==> src/rtl/ddr_align_pkg.sv <==
package ddr_align_pkg;
  typedef enum logic {
    ST_SEARCH = 1'b0,
    ST_LOCKED = 1'b1
  } align_st_e;
endpackage

==> src/rtl/ddr_deser.sv <==
module ddr_deser #(
  parameter int WORD_W = 8,
  localparam int HIST_W = 2 * WORD_W - 1
) (
  input  logic              clk_i,
  input  logic              rst_ni,
  input  logic              rise_i,
  input  logic              fall_i,
  output logic [HIST_W-1:0] hist_o
);
  // index 0 is the newest bit; rise precedes fall in serial order
  always_ff @(posedge clk_i or negedge rst_ni) begin
    if (!rst_ni) hist_o <= '0;
    else         hist_o <= {hist_o[HIST_W-3:0], rise_i, fall_i};
  end
endmodule

==> src/rtl/word_phase.sv <==
module word_phase #(
  parameter int WORD_W = 8,
  localparam int CYC   = WORD_W / 2,
  localparam int PH_W  = (CYC > 1) ? $clog2(CYC) : 1
) (
  input  logic clk_i,
  input  logic rst_ni,
  output logic strobe_o
);
  logic [PH_W-1:0] ph_q;

  assign strobe_o = (ph_q == PH_W'(CYC - 1));

  always_ff @(posedge clk_i or negedge rst_ni) begin
    if (!rst_ni)       ph_q <= '0;
    else if (strobe_o) ph_q <= '0;
    else               ph_q <= ph_q + 1'b1;
  end
endmodule

==> src/rtl/bit_selector.sv <==
module bit_selector #(
  parameter int WORD_W = 8,
  localparam int HIST_W = 2 * WORD_W - 1,
  localparam int OFF_W  = $clog2(WORD_W)
) (
  input  logic [HIST_W-1:0] hist_i,
  input  logic [OFF_W-1:0]  off_i,
  output logic [WORD_W-1:0] word_o
);
  logic [WORD_W-1:0] cand [WORD_W];

  for (genvar gi = 0; gi < WORD_W; gi++) begin : g_cand
    assign cand[gi] = hist_i[gi +: WORD_W];
  end

  assign word_o = cand[off_i];
endmodule

==> src/rtl/align_fsm.sv <==
module align_fsm
  import ddr_align_pkg::*;
#(
  parameter int              WORD_W     = 8,
  parameter int              LOCK_WORDS = 16,
  parameter int              LOSS_WORDS = 3,
  parameter logic [WORD_W-1:0] FRAME_PAT = 8'hF0,
  localparam int OFF_W  = $clog2(WORD_W),
  localparam int MCNT_W = $clog2(LOCK_WORDS + 1),
  localparam int LCNT_W = $clog2(LOSS_WORDS + 1)
) (
  input  logic              clk_i,
  input  logic              rst_ni,
  input  logic              strobe_i,
  input  logic [WORD_W-1:0] frame_word_i,
  output logic [OFF_W-1:0]  off_o,
  output logic              locked_o,
  output logic              err_o
);
  align_st_e         st_q;
  logic [MCNT_W-1:0] match_q;
  logic [LCNT_W-1:0] miss_q;
  logic              hit;

  assign hit      = (frame_word_i == FRAME_PAT);
  assign locked_o = (st_q == ST_LOCKED);

  always_ff @(posedge clk_i or negedge rst_ni) begin
    if (!rst_ni) begin
      st_q    <= ST_SEARCH;
      match_q <= '0;
      miss_q  <= '0;
      off_o   <= '0;
      err_o   <= 1'b0;
    end else if (strobe_i) begin
      case (st_q)
        ST_SEARCH: begin
          if (hit) begin
            if (match_q == MCNT_W'(LOCK_WORDS - 1)) begin
              st_q    <= ST_LOCKED;
              match_q <= '0;
              miss_q  <= '0;
              err_o   <= 1'b0;
            end else begin
              match_q <= match_q + 1'b1;
            end
          end else begin
            match_q <= '0;
            if (off_o == OFF_W'(WORD_W - 1)) begin
              off_o <= '0;
              err_o <= 1'b1;   // every offset tried
            end else begin
              off_o <= off_o + 1'b1;
            end
          end
        end
        default: begin
          if (hit) begin
            miss_q <= '0;
          end else if (miss_q == LCNT_W'(LOSS_WORDS - 1)) begin
            st_q   <= ST_SEARCH;
            off_o  <= '0;
            miss_q <= '0;
          end else begin
            miss_q <= miss_q + 1'b1;
          end
        end
      endcase
    end
  end


  off_step_chk: assert property (@(posedge clk_i) disable iff (!rst_ni)
    !$stable(off_o) |-> $past(strobe_i) &&
      (off_o == OFF_W'($past(off_o) + 1'b1) || off_o == '0));

  err_wrap_chk: assert property (@(posedge clk_i) disable iff (!rst_ni)
    $rose(err_o) |-> off_o == '0 && $past(off_o) == OFF_W'(WORD_W - 1));

  lock_on_hit_chk: assert property (@(posedge clk_i) disable iff (!rst_ni)
    $rose(locked_o) |-> $past(strobe_i && hit));

  loss_on_miss_chk: assert property (@(posedge clk_i) disable iff (!rst_ni)
    $fell(locked_o) |-> $past(strobe_i && !hit));
endmodule

==> src/rtl/ddr_word_aligner.sv <==
module ddr_word_aligner #(
  parameter int WORD_W     = 8,
  parameter int LOCK_WORDS = 16,
  parameter int LOSS_WORDS = 3,
  localparam int HIST_W = 2 * WORD_W - 1,
  localparam int OFF_W  = $clog2(WORD_W)
) (
  input  logic              clk_i,
  input  logic              rst_ni,
  input  logic              data_rise_i,
  input  logic              data_fall_i,
  input  logic              frame_rise_i,
  input  logic              frame_fall_i,
  output logic [WORD_W-1:0] word_o,
  output logic              word_valid_o,
  output logic              locked_o,
  output logic              search_err_o
);
  logic [HIST_W-1:0] data_hist, frame_hist;
  logic [WORD_W-1:0] data_word, frame_word;
  logic [OFF_W-1:0]  off;
  logic              strobe;

  ddr_deser #(.WORD_W(WORD_W)) i_data_deser (
    .clk_i, .rst_ni, .rise_i(data_rise_i), .fall_i(data_fall_i), .hist_o(data_hist));

  ddr_deser #(.WORD_W(WORD_W)) i_frame_deser (
    .clk_i, .rst_ni, .rise_i(frame_rise_i), .fall_i(frame_fall_i), .hist_o(frame_hist));

  word_phase #(.WORD_W(WORD_W)) i_phase (
    .clk_i, .rst_ni, .strobe_o(strobe));

  bit_selector #(.WORD_W(WORD_W)) i_data_sel (
    .hist_i(data_hist), .off_i(off), .word_o(data_word));

  bit_selector #(.WORD_W(WORD_W)) i_frame_sel (
    .hist_i(frame_hist), .off_i(off), .word_o(frame_word));

  align_fsm #(
    .WORD_W(WORD_W), .LOCK_WORDS(LOCK_WORDS), .LOSS_WORDS(LOSS_WORDS)
  ) i_fsm (
    .clk_i, .rst_ni, .strobe_i(strobe), .frame_word_i(frame_word),
    .off_o(off), .locked_o(locked_o), .err_o(search_err_o));

  always_ff @(posedge clk_i or negedge rst_ni) begin
    if (!rst_ni) begin
      word_o       <= '0;
      word_valid_o <= 1'b0;
    end else begin
      word_valid_o <= strobe && locked_o;
      if (strobe) word_o <= data_word;
    end
  end


  valid_pulse_chk: assert property (@(posedge clk_i) disable iff (!rst_ni)
    word_valid_o |=> !word_valid_o);

  valid_needs_lock_chk: assert property (@(posedge clk_i) disable iff (!rst_ni)
    word_valid_o |-> $past(locked_o));

  err_lock_excl_chk: assert property (@(posedge clk_i) disable iff (!rst_ni)
    !(search_err_o && locked_o));
endmodule

==> config.mk <==
export PLATFORM = sky130hd
export DESIGN_NAME = ddr_word_aligner
export DESIGN_NICKNAME = d
export VERILOG_FILES = /design/src/rtl/ddr_align_pkg.sv /design/src/rtl/ddr_deser.sv /design/src/rtl/word_phase.sv /design/src/rtl/bit_selector.sv /design/src/rtl/align_fsm.sv /design/src/rtl/ddr_word_aligner.sv
export SDC_FILE = /design/constraint.sdc
export NUM_CORES = 1
export LEC_CHECK = 0
export BUFFER_PORTS_ARGS = -buffer_cell sky130_fd_sc_hd__buf_2
export CAP_MARGIN = 0
export CORE_AREA = 2 2 79 81
export CTS_CLUSTER_DIAMETER = 50
export DETAILED_ROUTE_END_ITERATION = 8
export DIE_AREA = 0 0 81 83
export GPL_TIMING_DRIVEN = 0
export PLACE_DENSITY_LB_ADDON = 0.08
export SYNTH_ARGS = -nofsm -noshare
export SYNTH_HDL_FRONTEND = slang
export SYNTH_SLANG_ARGS = --single-unit
==> constraint.sdc <==
create_clock -name clk_i -period 2 [get_ports clk_i]
set_clock_uncertainty 0.1 [all_clocks]
set_input_delay 0.3 -clock clk_i [delete_from_list [all_inputs] [get_ports clk_i]]
set_output_delay 0.3 -clock clk_i [all_outputs]
set_load 0.02 [all_outputs]
==> results.cfg <==
[outcome]
outcome = finished, violations left
violations = negative setup slack

[logic_synthesis]
synth_area_per_cell_sq_um = 12.73
ys_ff_latch = 53
synth_warnings = 0
ys_seq_area_share_pct = 58.53
syn-num-nets = 188
syn_inst = 178
syn_area_sq_um = 2266
yosysUniqueCellTypes = 33

[sta]
setup_viol = 2
slew-limit-headroom_pct = 24.79
fin_ws_ns = -0.02986
post-route-min-period_ns = 2.030
finalCritPeriodShare_pct = 101.5
tns_ns = -0.05096
worst-slew-pin-transition_ns = 1.128
whs_ns = 0.1121
rsz0062_at_grt = true
finalHoldViolCount = 0
final_max_slew_viol_count = 0
clock.fmax_ghz = 0.4926

[detailed_routing]
totalWireLength_um = 4365
dr.first_iter.drc_count = 46
drcViolationCount = 0
post_drt_wl_per_cell_um = 15.42
antenna_left = 0
avgViaCountPerCell = 5.187
drt_pass1_iterations = 4
vias = 1468

[clock_network]
h-tree-depth = 2
cts_buffers = 5
worstSkewPairLatency_ns = 0.30
cts.path.max_buffers = 2
clock-root-buffer = clkbuf_8
cts.reportedPaths.clkPinSlew_ns = 0.10
cts_tree = yes
cts_sinks = 53

[floorplan]
core-area_sq_um = 5816
dieArea_sq_um = 6723
fp-row-count = 28
start_util_pct = 38.96
io-pin-count = 17
dieWidth_um = 81
die_h_um = 83

[final_layout]
layout_common_cells = dfrtp_1, buf_2, nor2_1
layout_commonest_cell = dfrtp_1
layout-drive-gt1-share_pct = 26.92
antennaDiodeCount = 0
nets = 217
syn_to_final_growth_pct = 17.34

[grt]
grt_pass1_vias = 1444
grt_max_degree = 54
grt_util_all_layers_pct = 13.50
antenna_found_initial = 0
grt_pass1_wl_um = 7003
gr-total-overflow = 0

[worst_setup_path]
arrival_ns = 2.12
crit_path_start_kind = flip-flop
critPathCaptureType = flip-flop
path_max_fanout = 7
crit_type = flip-flop to flip-flop
required_ns = 2.09

[placement]
dp_worst_setup_slack_ns = -0.2011
io_buffers = 16
gp_congestion = 0.7431
dp_hpwl_um = 2959

[pwr]
worst_ir_drop_vdd_v = 0.0003989
power_leakage_nw = 1.140
powerDensity_nw_per_um2 = 1146

[min_path]
min_path_type = primary input to asynchronous set/reset pin

[flow_run]
max_cap_violations = 0
-- Yosys cell counts --
| library cell | number | area (sq um) |
|---|---|---|
| dfrtp_1 | 53 | 1326 |
| nor2_1 | 16 | 60.06 |
| a21oi_1 | 14 | 70.07 |
| mux2i_1 | 13 | 130.1 |
| nand2_1 | 10 | 37.54 |
| mux4_2 | 8 | 180.2 |
| o21ai_0 | 6 | 30.03 |
| clkbuf_1 | 4 | 15.01 |
| ha_1 | 4 | 50.05 |
| nand2b_1 | 4 | 25.02 |
| nand3b_1 | 4 | 30.03 |
| nor3b_1 | 4 | 30.03 |
| a211oi_1 | 3 | 22.52 |
| a21o_1 | 3 | 22.52 |
| a32o_1 | 3 | 30.03 |
| buf_6 | 3 | 33.78 |
| inv_1 | 3 | 11.26 |
| buf_2 | 2 | 10.01 |
| nand3_1 | 2 | 10.01 |
| nor2b_1 | 2 | 12.51 |
| nor3_1 | 2 | 10.01 |
| o211ai_1 | 2 | 15.01 |
| o22ai_1 | 2 | 12.51 |
| or3_1 | 2 | 12.51 |
| a21boi_0 | 1 | 7.510 |
| a21oi_2 | 1 | 8.760 |
| a31oi_1 | 1 | 6.260 |
| nor4bb_1 | 1 | 10.01 |
| o21a_1 | 1 | 7.510 |
| o31a_1 | 1 | 8.760 |
| o31ai_2 | 1 | 12.51 |
| or2_1 | 1 | 6.260 |
| or3b_4 | 1 | 11.26 |
-- final timing paths --
check / start / end / slack [ns] / cells past startpoint
max in group asynchronous: rst_ni / i_fsm.off_o[0] / 0.93 / 1
max: i_fsm.off_o[0] / i_fsm.off_o[2] / -0.03 / 6
min in group clk_i: i_frame_deser.hist_o[3] / i_frame_deser.hist_o[5] / 0.29 / 0
max reg2reg: i_fsm.off_o[0] / i_fsm.off_o[2] / -0.03 / 6
min reg2reg: i_frame_deser.hist_o[3] / i_frame_deser.hist_o[5] / 0.29 / 0
min: rst_ni / i_fsm.match_q[3] / 0.11 / 1
-- cells by family (layout without fill, tap and decap cells) --
kind of cell / count (synthesis) / in the layout / share of synthesized area, %
DFF: 53 / 53 / 58.53
and+or+nand+nor: 49 / 49 / 11.26
AOI/OAI and AO/OA: 39 / 39 / 11.21
muxes: 21 / 21 / 13.69
buffers and inverters: 12 / 42 / 3.092
adders and majority gates: 4 / 4 / 2.209
-- per-stage QoR --
step	total power, mW	instance area, sq um	util, %	instances
2_1_floorplan	2.038	2266	-	178
3_3_place_gp	2.281	2440	41.95	269
3_5_place_dp	2.317	2440	41.95	269
4_1_cts	3.069	2631	45.25	283
5_1_grt	3.218	2659	45.72	283
6_report	3.048	2659	45.72	283
-- sequential cells by signal, indices dropped and copies added, names as in the netlist --
signal and cells:
i_fsm.err_o 1, i_fsm.match_q 5, i_frame_deser.hist_o 15, word_o 8, word_valid_o 1, i_data_deser.hist_o 15
i_phase.ph_q 2, i_fsm.off_o 3, i_fsm.locked_o 1, i_fsm.miss_q 2
-- layer usage --
layer / up-vias / global-route usage, % / wire length (um)
met5: - / 0 / 0
met4: 0 / 4.931 / 30
met3: 4 / 3.043 / 118
met2: 20 / 20.06 / 2025
met1: 738 / 19.30 / 2191
li1: 706 / - / -
-- cell type report --
cell class                 count  area [sq um]
fill                         559          3157
sequential                    53          1328
multi-input combinational    113         930.9
timing repair buffer          24         150.1
clock buffer                   7         96.34
tap                           75         93.84
buffer                         7         40.04
inverter                       3         11.26
clock inverter                 1         8.758
-- timing repair --
action                                 4_1_cts  5_1_grt
pin swaps                                    3        8
resized for setup                           12        8
endpoints found under the hold margin        3        1
setup buffers                                4        0
cloned                                       0        0
hold buffers                                 3        1
setup endpoints to repair                    8       20
-- worst max-delay path, cell delays in order, from the launching register on --
cell and delay (ns):
dfrtp_2 0.46, or3b_4 0.40, a21oi_4 0.16, nor3b_2 0.06, a21o_2 0.20, or2_4 0.28
a32o_1 0.25
-- power by group --
group | internal (mW) | switching, mW | total, mW
Sequential | 1.22 | 0.109 | 1.33
Clock | 0.320 | 0.344 | 0.664
Combinational | 0.485 | 0.572 | 1.06
Note: power is estimated with default switching activity, not from simulation.
